[config.mk]
export PLATFORM = sky130hd
export DESIGN_NAME = irqs_seq
export DESIGN_NICKNAME = d
export VERILOG_FILES = /design/src/rtl/irqs_pkg.sv /design/src/rtl/irqs_req_gate.sv /design/src/rtl/irqs_frame_stack.sv /design/src/rtl/irqs_ctl_decode.sv /design/src/rtl/irqs_seq.sv
export SDC_FILE = /design/constraint.sdc
export NUM_CORES = 1
export LEC_CHECK = 0
export BUFFER_PORTS_ARGS = -buffer_cell sky130_fd_sc_hd__buf_2
export CORE_MARGIN = 2
export CORE_UTILIZATION = 50
export CTS_CLUSTER_SIZE = 10
export DETAILED_ROUTE_END_ITERATION = 10
export PLACE_DENSITY = 0.73
export SLEW_MARGIN = 20
export SYNTH_ARGS = -nofsm -noshare
export SYNTH_HDL_FRONTEND = slang
export SYNTH_SLANG_ARGS = --single-unit
export TNS_END_PERCENT = 50
[constraint.sdc]
create_clock -name clk -period 2.7 [get_ports clk]
set_input_delay 0.27 -clock clk [delete_from_list [all_inputs] [get_ports clk]]
set_output_delay 0.27 -clock clk [all_outputs]
set_load 0.005 [all_outputs]
[src/rtl/irqs_pkg.sv]
package irqs_pkg;
    localparam int PC_W = 16;
    localparam int SR_W = 8;

    typedef enum logic [3:0] {
        S_IDLE, S_WAIT2, S_WAIT1,
        S_ENT1, S_ENT2, S_ENT3, S_ENT4,
        S_RET1, S_RET2, S_RET3, S_RET4
    } st_t;

    typedef enum logic [1:0] { PSEL_NONE, PSEL_VEC, PSEL_ISR, PSEL_RET } psel_t;

    typedef struct packed {
        logic [PC_W-1:0] pc;
        logic [SR_W-1:0] sr;
    } frame_t;

    typedef struct packed {
        logic  flag;
        logic  busy;
        logic  push;
        logic  pop;
        logic  nop;
        logic  pcld;
        logic  vecrd;
        logic  srld;
        psel_t psel;
    } ctl_t;

    // fixed successor for every state other than idle
    function automatic st_t seq_next(st_t s);
        case (s)
            S_WAIT2: return S_WAIT1;
            S_WAIT1: return S_ENT1;
            S_ENT1:  return S_ENT2;
            S_ENT2:  return S_ENT3;
            S_ENT3:  return S_ENT4;
            S_RET1:  return S_RET2;
            S_RET2:  return S_RET3;
            S_RET3:  return S_RET4;
            default: return S_IDLE;
        endcase
    endfunction
endpackage

[src/rtl/irqs_req_gate.sv]
module irqs_req_gate (
    input  logic clk,
    input  logic rst,
    input  logic req_i,
    input  logic late_i,
    input  logic idle_i,
    input  logic ret_i,
    output logic take_o,
    output logic late_o
);
    logic pend_q;
    logic want;

    assign want   = req_i | pend_q;
    assign take_o = idle_i & ~ret_i & want;
    // a held request always uses first-half timing
    assign late_o = late_i & ~pend_q;

    always_ff @(posedge clk) begin
        if (rst) pend_q <= 1'b0;
        else     pend_q <= want & ~take_o;
    end
endmodule

[src/rtl/irqs_frame_stack.sv]
module irqs_frame_stack
    import irqs_pkg::*;
#(
    parameter int DEPTH = 4
) (
    input  logic   clk,
    input  logic   rst,
    input  logic   push_i,
    input  logic   pop_i,
    input  frame_t frame_i,
    output frame_t top_o,
    output logic   empty_o,
    output logic   full_o
);
    localparam int CNT_W = $clog2(DEPTH + 1);
    localparam int IDX_W = (DEPTH > 1) ? $clog2(DEPTH) : 1;

    frame_t           mem [DEPTH];
    logic [CNT_W-1:0] cnt_q;
    logic [CNT_W-1:0] top_c;

    assign empty_o = (cnt_q == '0);
    assign full_o  = (cnt_q == CNT_W'(DEPTH));
    assign top_c   = cnt_q - CNT_W'(1);
    assign top_o   = empty_o ? '0 : mem[IDX_W'(top_c)];

    always_ff @(posedge clk) begin
        if (rst) begin
            cnt_q <= '0;
        end else if (push_i && !full_o) begin
            mem[IDX_W'(cnt_q)] <= frame_i;
            cnt_q <= cnt_q + CNT_W'(1);
        end else if (pop_i && !empty_o) begin
            cnt_q <= top_c;
        end
    end
endmodule

[src/rtl/irqs_ctl_decode.sv]
module irqs_ctl_decode
    import irqs_pkg::*;
(
    input  st_t  st_i,
    input  logic full_i,
    output ctl_t ctl_o
);
    always_comb begin
        ctl_o = '0;
        unique case (st_i)
            S_WAIT2, S_WAIT1: ctl_o.flag = 1'b1;
            S_ENT1: begin
                ctl_o.busy = 1'b1;
                ctl_o.push = ~full_i;
            end
            S_ENT2: begin
                ctl_o.busy = 1'b1;
                ctl_o.nop  = 1'b1;
            end
            S_ENT3: begin
                ctl_o.busy  = 1'b1;
                ctl_o.vecrd = 1'b1;
                ctl_o.pcld  = 1'b1;
                ctl_o.psel  = PSEL_VEC;
            end
            S_ENT4: begin
                ctl_o.busy = 1'b1;
                ctl_o.pcld = 1'b1;
                ctl_o.nop  = 1'b1;
                ctl_o.psel = PSEL_ISR;
            end
            S_RET1: begin
                ctl_o.busy = 1'b1;
                ctl_o.pop  = 1'b1;
            end
            S_RET2: begin
                ctl_o.busy = 1'b1;
                ctl_o.pop  = 1'b1;
                ctl_o.pcld = 1'b1;
                ctl_o.srld = 1'b1;
                ctl_o.psel = PSEL_RET;
            end
            S_RET3: begin
                ctl_o.busy = 1'b1;
                ctl_o.nop  = 1'b1;
            end
            S_RET4:  ctl_o.busy = 1'b1;
            default: ctl_o = '0;
        endcase
    end
endmodule

[src/rtl/irqs_seq.sv]
module irqs_seq
    import irqs_pkg::*;
#(
    parameter int              STK_DEPTH = 4,
    parameter logic [PC_W-1:0] VEC_ADDR  = 16'h0008
) (
    input  logic            clk,
    input  logic            rst,
    input  logic            irq_req_i,
    input  logic            irq_late_i,
    input  logic            ret_i,
    input  logic [PC_W-1:0] pc_i,
    input  logic [SR_W-1:0] sr_i,
    input  logic [PC_W-1:0] vec_data_i,
    output logic            irq_flag_o,
    output logic            busy_o,
    output logic            nop_o,
    output logic            pc_load_o,
    output logic [PC_W-1:0] pc_val_o,
    output logic            sr_load_o,
    output logic [SR_W-1:0] sr_val_o,
    output logic            vec_rd_o,
    output logic [PC_W-1:0] vec_addr_o,
    output logic            stk_push_o,
    output logic            stk_pop_o,
    output logic            err_o
);
    st_t    st_q, st_d;
    ctl_t   ctl;
    frame_t top;
    logic   idle, take, late, empty, full, err_q;

    assign idle = (st_q == S_IDLE);

    irqs_req_gate u_gate (
        .clk(clk), .rst(rst), .req_i(irq_req_i), .late_i(irq_late_i),
        .idle_i(idle), .ret_i(ret_i), .take_o(take), .late_o(late)
    );

    irqs_frame_stack #(.DEPTH(STK_DEPTH)) u_stack (
        .clk(clk), .rst(rst),
        .push_i(ctl.push), .pop_i(st_q == S_RET2),
        .frame_i('{pc: pc_i, sr: sr_i}),
        .top_o(top), .empty_o(empty), .full_o(full)
    );

    irqs_ctl_decode u_dec (.st_i(st_q), .full_i(full), .ctl_o(ctl));

    always_comb begin
        st_d = seq_next(st_q);
        if (idle) begin
            if (ret_i)     st_d = empty ? S_IDLE : S_RET1;
            else if (take) st_d = late ? S_WAIT2 : S_WAIT1;
            else           st_d = S_IDLE;
        end
    end

    always_ff @(posedge clk) begin
        if (rst) begin
            st_q  <= S_IDLE;
            err_q <= 1'b0;
        end else begin
            st_q  <= st_d;
            err_q <= err_q | ((st_q == S_ENT1) & full) | (idle & ret_i & empty);
        end
    end

    always_comb begin
        case (ctl.psel)
            PSEL_VEC: pc_val_o = VEC_ADDR;
            PSEL_ISR: pc_val_o = vec_data_i;
            PSEL_RET: pc_val_o = top.pc;
            default:  pc_val_o = '0;
        endcase
    end

    assign irq_flag_o = ctl.flag;
    assign busy_o     = ctl.busy;
    assign nop_o      = ctl.nop;
    assign pc_load_o  = ctl.pcld;
    assign sr_load_o  = ctl.srld;
    assign sr_val_o   = ctl.srld ? top.sr : '0;
    assign vec_rd_o   = ctl.vecrd;
    assign vec_addr_o = ctl.vecrd ? VEC_ADDR : '0;
    assign stk_push_o = ctl.push;
    assign stk_pop_o  = ctl.pop;
    assign err_o      = err_q;
endmodule

After elaboration in Yosys (flattened, before gate mapping) --
Memory sizes are Yosys's and may differ from the RTL's. A register that Yosys moved wholly into a read port is not among the register bits. Index checks and enable logic that the tools add are counted. W data, S select, Z words.
Storage, ports and cells: register bits after elaboration 9, bits in latches 0, memory bits (writable) 96, ROM bits 64, input bits 45, output and inout bits 49, word-level logic and storage cells 72, memories 2
Memories:
- u_stack.mem | depth 4, width 24, read ports 1, clocked after memory_dff 0, wr ports 1, line irqs_frame_stack.sv:18 | frame_t mem [DEPTH];
- (no name shown) | depth 16, width 4, read ports 1, clocked after memory_dff 1, wr ports 0, line irqs_pkg.sv:32 | case (s)
Cells by class: add/sub/neg operators 2, $mul 0, divide/modulo/power cells 0, $lt $le $gt $ge 0, equal/unequal tests 14, shifts and indexed selects 0, mux-type cells 24, bitwise gates (word level) 14, reduce and logical (&&, ||, !) cells 12
Operators with widths (count):
- $pmux W16 S3 | 1
- $mux W24 | 1
- $eq A4 B3 Y1 const B | 4
- $eq A4 B4 Y1 const B | 3
- $mux W3 | 4
- $mux W4 | 3
- $mux W1 | 11
- $eq A4 B2 Y1 const B | 2
- $mux W8 | 1
- $reduce_or A8 Y1 | 1
- $and A1 B1 Y1 | 7
- $pmux W2 S3 | 1
- $reduce_or A3 Y1 | 2
- $eq A2 B2 Y1 const B | 2
- $eq A4 B1 Y1 const B | 1
- $logic_not A4 Y1 | 1
- $mux W2 | 2
- $not A1 Y1 | 4
- $reduce_or A2 Y1 | 2
- $add A3 B1 Y3 const B | 1
- $eq A3 B3 Y1 const B | 1
- $logic_not A3 Y1 | 1
- $or A1 B1 Y1 | 3
- $sub A3 B1 Y3 const B | 1
- other kinds (4) | 6

Logic depth before layout (Yosys ltp) --
depth after elaboration 7, depth in mapped cells 9, mapped depth without buffers 7

Modules after synthesis --
A second synthesis with hierarchy kept.
Second synthesis, totals: cell total of the unflattened synthesis 311, area total of the unflattened synthesis 4923.5 µm²
Modules (own cells, without submodules):
- irqs_frame_stack | instances 1, cells each 185, area an instance 3907.5 µm², seq. area each 2942.8 µm²
- irqs_seq | instances 1, cells each 100, area an instance 814.5 µm², seq. area each 100.1 µm²
- irqs_ctl_decode | instances 1, cells each 20, area an instance 131.4 µm², seq. area each 0.0 µm²
- irqs_req_gate | instances 1, cells each 6, area an instance 70.1 µm², seq. area each 20.0 µm²

Worst setup path before layout --
No wires, ideal clock.
kind register -> register, start point register u_stack.cnt_q[0], end point memory u_stack.mem[0][0] (netlist bit) (enable), setup time 383 ps, arrival time 1950 ps, required time 2317 ps, slack 368 ps, cell stages (with the launch flop) 9, path buffers 2, clock period less this slack 2332 ps, cells stage by stage dfxtp_1 -> buf_6 -> buf_6 -> inv_1 -> ha_1 -> nand2_1 -> nand3_2 -> nor2_1 -> and2_1
Between the ends: word-level cells in the longest chain between the ends 7, elaborated cells on any way between the ends 8, classes of those cells 1 x eq/ne; 4 x mux; 1 x bitwise; 2 x reduce/logical
Ends and longest elaborated chain:
- from (decl) | line irqs_frame_stack.sv:19 | logic [CNT_W-1:0] cnt_q;
- from (signal assigned) | line irqs_frame_stack.sv:32 | cnt_q <= cnt_q + CNT_W'(1);
- from (signal assigned) | line irqs_frame_stack.sv:34 | cnt_q <= top_c;
- $eq A3 B3 Y1 | line irqs_frame_stack.sv:23 | assign full_o = (cnt_q == CNT_W'(DEPTH));
- $not A1 Y1 | line irqs_ctl_decode.sv:14 | ctl_o.push = ~full_i;
- $mux W1 | line irqs_ctl_decode.sv:10 | unique case (st_i)
- $logic_and A1 B1 Y1 | line irqs_frame_stack.sv:30 | end else if (push_i && !full_o) begin
- $mux W1 | line irqs_frame_stack.sv:30
- $mux W1 | line irqs_frame_stack.sv:28 | if (rst) begin
- $mux W1 (not written as such) | line irqs_frame_stack.sv:31 | mem[IDX_W'(cnt_q)] <= frame_i;
- to (decl) | line irqs_frame_stack.sv:18
Parallel ways exist; a longest one is shown, timed or not.

Worst setup path after layout --
start point register u_stack.cnt_q[1], end point output port pc_val_o[1]
Between the ends: word-level cells in the longest chain between the ends 4, elaborated cells on any way between the ends 5, classes of those cells 1 x add/sub; 2 x mux; 1 x reduce/logical; 1 x memory
Ends and longest elaborated chain:
- $sub A3 B1 Y3 | line irqs_frame_stack.sv:24 | assign top_c = cnt_q - CNT_W'(1);
- $mem_v2 Z4 W24
- $mux W24 * | line irqs_frame_stack.sv:25 | assign top_o = empty_o ? '0 : mem[IDX_W'(top_c)];
- $pmux W16 S3 * | line irqs_seq.sv:69 | case (ctl.psel)
- to (decl) | line irqs_seq.sv:19 | output logic [PC_W-1:0] pc_val_o,
Every way passes the cells marked *; elsewhere a longest branch is shown, timed or not.

==> impl_metrics.ini <==
[status]
status = finished clean

[timing]
whs_ps = 108
clock_skew_ps = 8.80
tns_ps = 0
hold_viol_final = 0
relSlewSlack_pct = 61.5
report.final.slew_viol_count = 0
setup_ws_ps = 174
tightest_slew_ps = 576
rsz0062_at_grt = false
finalCritPeriodShare_pct = 93.5
min_period_ps = 2530
max_freq_ghz = 0.396
final-setup-viol-count = 0

[synth]
syn_inst = 287
ys.flop_type = edfxtp_1
ys_ff_latch = 105
avgSynthCellArea_sq_um = 16.7
synth_async_sr_flop_share_pct = 0
synth_edf_count = 96
synth_area_sq_um = 4800
ys_types = 46
ys_warn_count = 0
ys_seq_area_share_pct = 63.8

[clocking]
clock_path_buffers = 2
clock_latency_ps = 360
ctsRootBufferMaster = clkbuf_8
cts_tree = done
clock-sinks = 105
clk_pin_slew_worst_paths_ps = 100
holdBufCountCts = 0
cts_buffers = 9
htreeDepth = 3

[floorplan]
core_sq_um = 9280
ios = 94
die_y_um = 102
dieArea_sq_um = 10400
initial_core_util_pct = 51.8
rows = 35
dieWidth_um = 102

[global_route]
grt_max_degree = 29
antenna_found_initial = 0
grt_pass1_vias = 2610
grt_use_total_pct = 17.7
overflow = 0
grt_pass1_wl_um = 13400

[detailed_routing]
vias = 2665
routed_wirelength_um = 8750
drt-wirelength-per-cell_um = 17.3
top_layer_used = met4
wl_met3_um = 418
wl_met2_um = 4280
drtPass1Iterations = 4
ant_nets = 0
drc = 0
drtIter0Drc = 117
wl_met1_um = 3870
viasPerCell = 5.27

[worst_setup_path]
required_ps = 2430
crit_slowest_cell = ha_2
critPathMaxFanout = 23
cp-end-kind = output port
crit_chain = inv_1 > ha_2 > buf_12 > mux4_2 > a22oi_2 > nor2_2 > buf_2
startpoint_type = flip-flop
crit_type = flip-flop to output port
arrival_ps = 2260
slowest_delay_ps = 450

[placement]
port_buffers = 78
dp_slack_ps = 387
dpl.hpwl_um = 5990
place_area_sq_um = 5260
dp.cells = 486
gp_congestion = 0.827

[finish]
final_cells = 506
multi_input_area_sq_um = 1530
layout-drive-gt1-share_pct = 42.2
post-route-cell-area_sq_um = 5530
diodes = 0
regArea_sq_um = 3060
area_growth_pct = 15.0
layout.nets = 426
nFillCells = 737
utilization_pct = 59.5

[power]
leakagePower_nw = 2.07
ir_drop_v = 0.000386
p_per_area_nw_per_um2 = 521
total_power_mw = 2.88

[run]
cap_viol_max_count = 0

[worst_hold_path]
holdCritPathClass = input port to flip-flop
==> worst paths after layout <==
path                                        from                 end  slack, ps  cells past startpoint
worst max-delay path            u_stack.cnt_q[1]         pc_val_o[1]        170                      7
worst min-delay path                    pc_i[15]  u_stack.mem[1][23]        110                      1
worst max register to register  u_stack.cnt_q[1]   u_stack.mem[1][9]        650                      7
worst min register to register     u_gate.pend_q       u_gate.pend_q        520                      2
==> flip-flops by register name, indices dropped and copies added (netlist names) <==
signal / cells
u_gate.pend_q: 1
u_stack.mem: 96
u_stack.cnt_q: 3
st_q: 4
err_o: 1
==> final cells by class <==
cell class              count  share of cell area (%)
flip-flops and latches    105                    55.4
multi-input cells         159                    27.7
clock buffers               9                    2.24
repair buffers             90                    9.60
inverters                   7                   0.521
clock inverters             7                    1.56
well taps                 129                    2.92
==> power by group <==
part / switching (mW) / leakage, nW / internal (mW)
sequential: 0.00350 / 0.936 / 1.77
combinational: 0.0611 / 1.03 / 0.0506
clock: 0.538 / 0.104 / 0.449
total: 0.603 / 2.07 / 2.27
==> worst max-delay path: cells and delay by family, from the launching register on <==
kind	cells	cell delay, ps
and+or+nand+nor	1	40
muxes	1	370
adders and majority gates	1	450
DFF	1	410
buffers and inverters	3	450
AOI/OAI and AO/OA	1	150
==> Yosys cell counts, drive strengths merged, types with 2 or more instances <==
library cell,number,area share (%)
buf,28,4.8
a22oi,17,3.7
dfxtp,9,3.7
and2,4,0.52
nor3,4,0.52
nand4,2,0.26
and3,8,1.0
clkbuf,2,0.16
o21ai,3,0.31
nand2b,3,0.39
a21oi,7,1.2
nor2,30,3.2
ha,9,2.3
inv,7,0.60
edfxtp,96,60
o21a,2,0.31
nand4b,2,0.68
nor2b,5,0.65
nand2,11,0.86
mux4,24,12
==> repair_timing <==
item                       in CTS  in global routing
setup buffers                   4                  0
pin swaps                       1                  0
cloned                          0                  0
resized for setup               0                  2
setup endpoints to repair       5                  5
==> placed cells by master, fill, tap and decap left out, types with 9 or more instances in the layout <==
cell type	Yosys	routed
clkbuf_8	0	9
a22oi_2	10	10
edfxtp_1	96	96
mux4_2	17	17
nor2_1	18	18
conb_1	1	15
buf_2	4	78
nand2_1	11	11
nor2_2	10	10
==> kinds of logic after synthesis <==
family | count (synthesis) | synth area share, %
flops | 105 | 63.7
simple gates | 74 | 9.35
buf+inv | 37 | 5.57
compound gates | 36 | 6.80
mux | 25 | 12.1
fa+ha+maj | 9 | 2.34
other cells | 1 | 0.0781
==> layer usage <==
metal  vias to the layer above  track usage [%]
li1                       1265                -
met3                        17             3.90
met4                         0             7.69
met1                      1298             22.9
met5                         -                0
met2                        85             28.9
Note: power is estimated with default switching activity, not from simulation.
